--- config.mk ---
export PLATFORM = sky130hd
export DESIGN_NAME = dram_upkeep
export DESIGN_NICKNAME = d
export VERILOG_FILES = /design/src/rtl/dram_upkeep_pkg.sv /design/src/rtl/upkeep_sched.sv /design/src/rtl/cbr_pulse.sv /design/src/rtl/dram_upkeep.sv
export SDC_FILE = /design/constraint.sdc
export NUM_CORES = 1
export LEC_CHECK = 0
export BUFFER_PORTS_ARGS = -buffer_cell sky130_fd_sc_hd__buf_2
export CORE_MARGIN = 1.5
export CORE_UTILIZATION = 63
export CTS_CLUSTER_SIZE = 40
export DETAILED_ROUTE_END_ITERATION = 7
export PLACE_DENSITY = 0.82
export SYNTH_ARGS = -nofsm -noshare
export SYNTH_HDL_FRONTEND = slang
export SYNTH_SLANG_ARGS = --single-unit
--- constraint.sdc ---
create_clock -name clk -period 2.9 [get_ports clk]
set_clock_uncertainty 0.1 [all_clocks]
set_input_delay 0.58 -clock clk [delete_from_list [all_inputs] [get_ports clk]]
set_output_delay 0.58 -clock clk [all_outputs]
set_load 0.01 [all_outputs]
--- src/rtl/dram_upkeep_pkg.sv ---
package dram_upkeep_pkg;

  typedef enum logic [3:0] {
    ST_PWR,
    ST_INIT,
    ST_IDLE,
    ST_RREQ,
    ST_REF,
    ST_SREQ,
    ST_SR_SETUP,
    ST_SR_HOLD,
    ST_SR_EXIT,
    ST_BURST
  } upkeep_st_e;

  typedef enum logic [1:0] {
    PH_IDLE,
    PH_SETUP,
    PH_LOW,
    PH_PRE
  } pulse_ph_e;

endpackage

--- src/rtl/upkeep_sched.sv ---
module upkeep_sched #(
  parameter int INTERVAL = 1950,
  parameter int BACKLOG  = 4,
  localparam int OW = $clog2(BACKLOG + 1)
) (
  input  logic          clk,
  input  logic          rst_n,
  input  logic          en,
  input  logic          clr,
  input  logic          take,
  output logic [OW-1:0] owed,
  output logic          due,
  output logic          urgent
);
  localparam int TW = $clog2(INTERVAL + 1);
  localparam logic [TW-1:0] T_LD = TW'(INTERVAL - 1);

  logic [TW-1:0] tmr;
  logic          tick;
  logic          inc, dec;

  assign tick   = en && (tmr == '0);
  assign due    = (owed != '0);
  assign urgent = (owed == OW'(BACKLOG));
  assign inc    = tick && !urgent;
  assign dec    = take && due;

  always_ff @(posedge clk or negedge rst_n) begin
    if (!rst_n) begin
      tmr  <= T_LD;
      owed <= '0;
    end else if (clr) begin
      tmr  <= T_LD;
      owed <= '0;
    end else begin
      if (en) tmr <= tick ? T_LD : tmr - 1'b1;
      if (inc && !dec)      owed <= owed + 1'b1;
      else if (dec && !inc) owed <= owed - 1'b1;
    end
  end
endmodule

--- src/rtl/cbr_pulse.sv ---
module cbr_pulse
  import dram_upkeep_pkg::*;
#(
  parameter int T_CSR = 2,
  parameter int T_RAS = 6,
  parameter int T_RP  = 5
) (
  input  logic clk,
  input  logic rst_n,
  input  logic start,
  input  logic hold,
  output logic ras_n,
  output logic cas_n,
  output logic busy,
  output logic done
);
  localparam int TMAX = (T_CSR > T_RAS) ? ((T_CSR > T_RP) ? T_CSR : T_RP)
                                        : ((T_RAS > T_RP) ? T_RAS : T_RP);
  localparam int CW = $clog2(TMAX + 1);
  localparam logic [CW-1:0] CSR_LD = CW'(T_CSR - 1);
  localparam logic [CW-1:0] RAS_LD = CW'(T_RAS - 1);
  localparam logic [CW-1:0] RP_LD  = CW'(T_RP - 1);

  pulse_ph_e     ph;
  logic [CW-1:0] cnt;
  logic          ras_q, cas_q;

  assign ras_n = ras_q;
  assign cas_n = cas_q;
  assign busy  = (ph != PH_IDLE);
  assign done  = (ph == PH_PRE) && (cnt == '0);

  always_ff @(posedge clk or negedge rst_n) begin
    if (!rst_n) begin
      ph    <= PH_IDLE;
      cnt   <= '0;
      ras_q <= 1'b1;
      cas_q <= 1'b1;
    end else begin
      unique case (ph)
        PH_IDLE: begin
          if (start) begin
            if (!cas_q) begin
              // CAS still low from the previous cycle: setup already met
              ras_q <= 1'b0;
              cnt   <= RAS_LD;
              ph    <= PH_LOW;
            end else begin
              cas_q <= 1'b0;
              cnt   <= CSR_LD;
              ph    <= PH_SETUP;
            end
          end else if (!hold) begin
            cas_q <= 1'b1;
          end
        end
        PH_SETUP: begin
          if (cnt == '0) begin
            ras_q <= 1'b0;
            cnt   <= RAS_LD;
            ph    <= PH_LOW;
          end else cnt <= cnt - 1'b1;
        end
        PH_LOW: begin
          if (cnt == '0) begin
            ras_q <= 1'b1;
            cas_q <= !hold;
            cnt   <= RP_LD;
            ph    <= PH_PRE;
          end else cnt <= cnt - 1'b1;
        end
        PH_PRE: begin
          if (cnt == '0) ph <= PH_IDLE;
          else cnt <= cnt - 1'b1;
        end
        default: ph <= PH_IDLE;
      endcase
    end
  end
endmodule

--- src/rtl/dram_upkeep.sv ---
module dram_upkeep
  import dram_upkeep_pkg::*;
#(
  parameter int PWR_WAIT_CYC = 25000,
  parameter int INIT_PULSES  = 8,
  parameter int REF_INTERVAL = 1950,
  parameter int BACKLOG_MAX  = 4,
  parameter int BURST_ROWS   = 4096,
  parameter int SR_MIN_CYC   = 12500,
  parameter int T_CSR        = 2,
  parameter int T_RAS        = 6,
  parameter int T_RP         = 5,
  parameter int T_CHS        = 4
) (
  input  logic clk,
  input  logic rst_n,
  input  logic bus_gnt,
  input  logic sr_req,
  output logic bus_req,
  output logic ras_n,
  output logic cas_n,
  output logic ready,
  output logic sr_active,
  output logic refresh_urgent
);
  localparam int T_A  = (PWR_WAIT_CYC > SR_MIN_CYC) ? PWR_WAIT_CYC : SR_MIN_CYC;
  localparam int T_B  = (T_CHS > T_CSR) ? T_CHS : T_CSR;
  localparam int TMAX = (T_A > T_B) ? T_A : T_B;
  localparam int TMW  = $clog2(TMAX + 1);
  localparam int LMAX = (INIT_PULSES > BURST_ROWS) ? INIT_PULSES : BURST_ROWS;
  localparam int LW   = $clog2(LMAX + 1);
  localparam int OW   = $clog2(BACKLOG_MAX + 1);

  upkeep_st_e     state;
  logic [TMW-1:0] tmr;
  logic [LW-1:0]  left;
  logic           sr_ras_q, sr_cas_q;

  logic           p_start, p_hold, p_busy, p_done, p_ras_n, p_cas_n;
  logic [OW-1:0]  owed;
  logic           due, sch_en, sch_clr, take;
  logic           run_seq, sr_drive;

  assign run_seq  = (state == ST_INIT) || (state == ST_BURST);
  assign sr_drive = state inside {ST_SR_SETUP, ST_SR_HOLD, ST_SR_EXIT};
  assign sch_en   = state inside {ST_IDLE, ST_RREQ, ST_REF};
  assign sch_clr  = run_seq && (left == '0) && !p_busy;
  assign take     = (state == ST_REF) && p_done;

  always_comb begin
    p_start = 1'b0;
    p_hold  = 1'b0;
    if (run_seq) begin
      p_start = (left != '0);
      p_hold  = (left > LW'(1));
    end else if (state == ST_REF) begin
      p_start = due;
      p_hold  = (owed > OW'(1));
    end
  end

  upkeep_sched #(.INTERVAL(REF_INTERVAL), .BACKLOG(BACKLOG_MAX)) u_sched (
    .clk(clk), .rst_n(rst_n), .en(sch_en), .clr(sch_clr), .take(take),
    .owed(owed), .due(due), .urgent(refresh_urgent)
  );

  cbr_pulse #(.T_CSR(T_CSR), .T_RAS(T_RAS), .T_RP(T_RP)) u_pulse (
    .clk(clk), .rst_n(rst_n), .start(p_start), .hold(p_hold),
    .ras_n(p_ras_n), .cas_n(p_cas_n), .busy(p_busy), .done(p_done)
  );

  always_ff @(posedge clk or negedge rst_n) begin
    if (!rst_n) begin
      state    <= ST_PWR;
      tmr      <= TMW'(PWR_WAIT_CYC - 1);
      left     <= '0;
      sr_ras_q <= 1'b1;
      sr_cas_q <= 1'b1;
    end else begin
      unique case (state)
        ST_PWR: begin
          if (tmr == '0) begin
            left  <= LW'(INIT_PULSES);
            state <= ST_INIT;
          end else tmr <= tmr - 1'b1;
        end
        ST_INIT, ST_BURST: begin
          if (p_done) left <= left - 1'b1;
          if (left == '0 && !p_busy) state <= ST_IDLE;
        end
        ST_IDLE: begin
          if (sr_req)   state <= ST_SREQ;
          else if (due) state <= ST_RREQ;
        end
        ST_RREQ: if (bus_gnt) state <= ST_REF;
        ST_REF:  if (!due && !p_busy) state <= ST_IDLE;
        ST_SREQ: begin
          if (bus_gnt) begin
            sr_cas_q <= 1'b0;
            tmr      <= TMW'(T_CSR - 1);
            state    <= ST_SR_SETUP;
          end
        end
        ST_SR_SETUP: begin
          if (tmr == '0) begin
            sr_ras_q <= 1'b0;
            tmr      <= TMW'(SR_MIN_CYC - 1);
            state    <= ST_SR_HOLD;
          end else tmr <= tmr - 1'b1;
        end
        ST_SR_HOLD: begin
          if (tmr != '0) tmr <= tmr - 1'b1;
          else if (!sr_req) begin
            sr_ras_q <= 1'b1;
            sr_cas_q <= 1'b1;
            tmr      <= TMW'(T_CHS - 1);
            state    <= ST_SR_EXIT;
          end
        end
        ST_SR_EXIT: begin
          if (tmr == '0) begin
            left  <= LW'(BURST_ROWS);
            state <= ST_BURST;
          end else tmr <= tmr - 1'b1;
        end
        default: state <= ST_PWR;
      endcase
    end
  end

  assign ras_n     = sr_drive ? sr_ras_q : p_ras_n;
  assign cas_n     = sr_drive ? sr_cas_q : p_cas_n;
  assign ready     = sch_en;
  assign sr_active = (state == ST_SR_HOLD);
  assign bus_req   = state inside {ST_RREQ, ST_REF, ST_SREQ, ST_SR_SETUP,
                                   ST_SR_HOLD, ST_SR_EXIT, ST_BURST};
endmodule

==> results of run 1 <==
-- metal layers --
layer | track usage | up-vias | wire length, um
li1 | - | 1653 | -
met1 | 0.3771 | 1662 | 3895
met2 | 0.4588 | 119 | 4164
met3 | 0.04545 | 27 | 461
met4 | 0.09310 | 0 | 192
met5 | 0 | - | 0
-- sequential cells by signal, indices dropped and copies added, names as in the netlist --
register	cells
sr_cas_q	1
u_pulse.ph	2
left	13
u_pulse.cas_n	1
sr_ras_q	1
tmr	15
u_sched.owed	3
u_pulse.ras_n	1
u_pulse.cnt	3
state	4
u_sched.tmr	11
-- critical path, cell delays in order (launching register included) --
cell and delay [ps]:
dfstp_2 390, inv_1 90, ha_1 140, or4b_1 510
or4_4 560, a21oi_4 300, o211a_1 220, mux2_1 320
-- area by class of cell --
| type | count | area share |
|---|---|---|
| clock inverter | 2 | 0.01447 |
| multi-input combinational | 331 | 0.5369 |
| sequential | 55 | 0.3377 |
| timing repair buffer | 29 | 0.05005 |
| tap | 75 | 0.02261 |
| clock buffer | 6 | 0.01749 |
| inverter | 23 | 0.02080 |
-- report_power, final --
part | leakage, nW | internal [mW] | switching (mW)
combinational | 1.09 | 0.00593 | 0.0202
sequential | 0.689 | 0.770 | 0.00206
clock | 0.0654 | 0.345 | 0.254
total | 1.85 | 1.12 | 0.276
-- synthesized netlist by cell type (5+ instances only) --
| cell | number |
|---|---|
| dfrtp_1 | 35 |
| nor2_1 | 32 |
| o21ai_0 | 29 |
| a21oi_1 | 26 |
| inv_1 | 23 |
| nor3_1 | 22 |
| nand2_1 | 21 |
| dfstp_2 | 20 |
| ha_1 | 16 |
| or3_1 | 16 |
| clkbuf_1 | 14 |
| nand3_1 | 13 |
| a31oi_1 | 10 |
| nand2b_1 | 9 |
| nor2b_1 | 8 |
| o211ai_1 | 7 |
| or4_1 | 7 |
| mux2i_1 | 6 |
| o31ai_1 | 6 |
| mux2_2 | 5 |
| nand4_1 | 5 |
| o22a_1 | 5 |
-- kinds of logic after synthesis --
| kind of cell | Yosys count | share of synthesized area |
|---|---|---|
| AND/OR/NAND/NOR | 165 | 0.2466 |
| AO/OA/AOI/OAI | 132 | 0.2423 |
| multiplexers | 12 | 0.03376 |
| buffers and inverters | 38 | 0.03972 |
| adder cells (fa/ha/maj) | 16 | 0.05296 |
| flip-flops | 55 | 0.3707 |
| XOR/XNOR | 6 | 0.01390 |
-- stage by stage --
stage	power, mW	util	setup slack, ps	hold slack [ps]
after global routing	1.439	0.7094	56.86	230.0
after detailed placement	0.8130	0.6867	194.0	382.3
after global placement	0.8126	0.6867	217.2	379.2
after floorplan	0.7889	-	307.4	184.4
after CTS	1.408	0.7094	174.3	205.6
final	1.397	0.7094	160.8	190.9
-- how the worst min path moves through the flow --
| stage | from | endpoint |
|---|---|---|
| floorplan | rst_n | left[0] |
| global placement | u_sched.tmr[5] | u_sched.tmr[5] |
| detailed placement | u_sched.tmr[5] | u_sched.tmr[5] |
| CTS | rst_n | left[10] |
| global route | rst_n | left[10] |
| finish | rst_n | left[10] |
==> metrics.txt, run 1 <==
DR iter-0 viols 298; sequential element share of the synthesized area 0.3707; Worst VDD drop 0.2376 mV; CP startpoint kind register; Post-Syn Area 0.003780 mm2; Distinct cells, synth 69; critical path arrival 2840 ps; Final Cycle Share 0.9446; unrepaired setup endpoints after global routing false; Die Wd 80.46 um; routed vias/inst 6.643; CTS root buf clkbuf_8; Setup crit end kind register; HPWL Detailed 6314 um; IO buf count 9; post-layout min period 2739 ps; hold_buf cts 0; synthesized area per cell 8.915 um2; Crit Path Max Fanout 11; Seq. cell area 0.001401 mm2; Inst Count DP 513; commonest non-fill, non-tap cell in the layout dfrtp_1; Core Footprint 0.005851 mm2; Setup Viol. Count Final 0; total wire length 8713 um; fin cells 521; Clock transition at path regs 100 ps; I/O pin count 10; initial antenna violation count 0; reg2reg start tmr[1]; layout net count 465; final hold violation count 0; Placement Cell Area 0.004018 mm2; Slew headroom 0.5590; Synth-to-Final Area Change 9.798%; Net Count, Synth 444; clock sink count 55; Worst-Skew Late Latency 310 ps; FILL cells 429; wire per inst 16.72 um; share of layout cells above drive strength 1 0.1749; critical path class reg -> reg; largest net degree at the start of global routing 29; Seq cells post-synth 55; total number of vias 3461; Least-Margin Pin Slew 661.5 ps; Top FF cell, synth dfrtp_1; Tot GR Track Use 0.2804; area share of the largest cell type after synthesis 0.2317; critical path endpoint state[1]; multi-input logic area 0.002228 mm2; leakage 1.847 nW; r2r endpoint state[1]; CTS tree built; Worst Setup SP tmr[1]; GRT overflow 0; full die area 0.006474 mm2; Pre-antenna DRT Iters 6; commonest non-fill, non-tap cells in the layout dfrtp_1 (35), nor2_1 (32), o21ai_0 (29), a21oi_1 (26), inv_1 (23); PwrDens 336.6 mW/mm2; Post-synth EDFFs 0; Max H-tree Level 2; worst r2r path cells 7; Achievable Freq 365.1 MHz; Routed Antenna Nets 0; Ys Warns 0; ANT cells 0; vias in the first global route 3124; CTS resizes 0; largest cells by area after synthesis dfrtp_1 (23%), dfstp_2 (14%), ha_1 (5.3%); Vert. Die Dim 80.46 um; Synth area leader dfrtp_1; residual DRC count 0; RD Place Congestion 0.8713; Reg2Reg Setup Slack 160 ps; maxcap violations 0; Crit path required time 3000 ps; async set or reset register ratio after synthesis 1.000; Design Area, Final 0.004150 mm2; CTS Buf Count 5; row cnt 28; maximum buffer depth of the clock tree 2; Final Max Tran Viols 0; Hold Path Class in -> async; Setup TNS 0 ps; Starting Density 0.6461; status completed; global-route wire length before repair 14260 um; cells after synthesis 424; setup bufs post-CTS 0
(Power assumes the default switching activity.)
==> inputs of run 2 (changes only) <==
--- a/config.mk
+++ b/config.mk
@@ -7,10 +7,10 @@
 export LEC_CHECK = 0
 export BUFFER_PORTS_ARGS = -buffer_cell sky130_fd_sc_hd__buf_2
 export CORE_MARGIN = 1.5
-export CORE_UTILIZATION = 63
+export CORE_UTILIZATION = 68
 export CTS_CLUSTER_SIZE = 40
 export DETAILED_ROUTE_END_ITERATION = 7
-export PLACE_DENSITY = 0.82
+export PLACE_DENSITY = 0.88
 export SYNTH_ARGS = -nofsm -noshare
 export SYNTH_HDL_FRONTEND = slang
 export SYNTH_SLANG_ARGS = --single-unit
==> constraint.sdc (replaced) <==
create_clock -name clk -period 3.26 [get_ports clk]
set_clock_uncertainty 0.1 [all_clocks]
set_input_delay 0.652 -clock clk [delete_from_list [all_inputs] [get_ports clk]]
set_output_delay 0.652 -clock clk [all_outputs]
set_load 0.01 [all_outputs]
==> run 2 against run 1 <==
Compared with the run above:
- first-iteration DRC count decreased by 23%
- clock-buffer cell count unchanged
- sequential power decreased by 11%
- flip-flop and latch count unchanged
- global-route usage increased by 2.5 points
- utilization increased by 6.3 points
- setup slack improved by 22 ps
- hold slack improved by 42 ps
- non-clock buffer count decreased by 10
- sequential share of layout area increased by 0.88 points
- final cell count decreased by 2.9%
- routed wire length decreased by 2.4%
- highest routed layer unchanged
==> metrics.txt, run 2 (same netlist as run 1, synthesis figures left out) <==
status completed; Setup TNS 0 ps; Core Footprint 0.005238 mm2; global-route wire length before repair 14860 um; Crit path required time 2510 ps; fin cells 506; CP startpoint kind register; Vert. Die Dim 77.56 um; Final Cycle Share 0.9440; CTS root buf clkbuf_8; Least-Margin Pin Slew 682.4 ps; clock sink count 55; Slew headroom 0.5402; Setup Viol. Count Final 0; Die Wd 77.56 um; Setup crit end kind output pin; GRT overflow 0; row cnt 26; maxcap violations 0; Final Max Tran Viols 0; commonest non-fill, non-tap cells in the layout dfrtp_1 (35), nor2_1 (32), o21ai_0 (29), a21oi_1 (26), inv_1 (23); ANT cells 0; Reg2Reg Setup Slack 400 ps; IO buf count 9; Tot GR Track Use 0.3057; routed vias/inst 6.763; Hold Path Class in -> async; hold_ws 233.2 ps; Total Power 1.201 mW; share of layout cells above drive strength 1 0.1583; Inst Count DP 498; initial antenna violation count 0; number of flip-flops in the largest register 15; RD Place Congestion 0.9031; hold_buf cts 0; setup bufs post-CTS 0; I/O pin count 10; Pre-antenna DRT Iters 4; Largest regs tmr: 15 flops, left: 13 flops, u_sched.tmr: 11 flops; full die area 0.006015 mm2; Layout Utilization 0.7723; leakage 1.789 nW; HPWL Detailed 6219 um; Synth-to-Final Area Change 7.018%; critical path class reg -> out; Starting Density 0.7217; Clock transition at path regs 100 ps; r2r endpoint state[1]; Seq. cell area 0.001401 mm2; PwrDens 297.0 mW/mm2; unrepaired setup endpoints after global routing false; Worst VDD drop 0.2580 mV; multi-input logic area 0.002228 mm2; CTS tree built; Largest Register tmr; Crit Path Max Fanout 13; total number of vias 3422; critical path endpoint ras_n; Achievable Freq 325.0 MHz; post-layout min period 3077 ps; vias in the first global route 3275; reg2reg start tmr[0]; layout net count 455; commonest non-fill, non-tap cell in the layout dfrtp_1; DR iter-0 viols 230; largest net degree at the start of global routing 30; Max H-tree Level 2; residual DRC count 0; wire per inst 16.81 um; FILL cells 384; Worst Setup SP state[0]; final hold violation count 0; critical path arrival 2330 ps; Routed Antenna Nets 0; total wire length 8506 um; worst r2r path cells 7; Worst-Skew Late Latency 320 ps; CTS Buf Count 5; maximum buffer depth of the clock tree 2; CTS resizes 0
run 2: cell types whose count changed in the layout (fill, tap and decap cells not counted):
cell	previous run	this run
clkbuf_8	5	6
inv_6	0	1
clkbuf_1	1	0
buf_12	1	0
bufinv_16	2	1
buf_4	19	10
run 2: per-stage QoR:
step	setup WS, ps	cell area [um2]
2_1_floorplan	667.4	3780
3_3_place_gp	497.5	3924
3_5_place_dp	419.2	3924
4_1_cts	208.3	4045
5_1_grt	81.30	4045
6_report	182.7	4045
run 2: power by group:
part | internal, mW | switching, mW
registers | 0.685 | 0.00184
logic | 0.00364 | 0.0168
clock network | 0.253 | 0.241
total | 0.942 | 0.260
run 2: worst min-delay path by stage:
stage	start	slack [ps]	endpoint
after detailed placement	u_sched.tmr[5]	390	u_sched.tmr[5]
after global routing	rst_n	280	left[10]
after floorplan	rst_n	260	left[0]
final	rst_n	230	tmr[9]
after global placement	tmr[9]	390	tmr[9]
after CTS	rst_n	250	u_sched.tmr[6]
run 2: layout make-up:
| cell class | count | area share |
|---|---|---|
| tap | 70 | 0.02165 |
| timing repair buffer | 19 | 0.02969 |
| inverter | 23 | 0.02134 |
| clock buffer | 6 | 0.02041 |
| sequential | 55 | 0.3464 |
| multi-input combinational | 331 | 0.5509 |
| clock inverter | 2 | 0.009589 |
run 2: critical path: stages (launching register included):
cell,delay [ps]
dfrtp_1,550
or3_1,600
nor2_1,310
nor2_1,120
mux2_2,290
buf_2,140
run 2: metal layers:
metal,GRT usage,vias to the layer above,wire length [um]
li1,-,1635,-
met1,0.3916,1653,3720
met2,0.5202,122,4216
met3,0.04235,12,381
met4,0.1236,0,187
met5,0,-,0
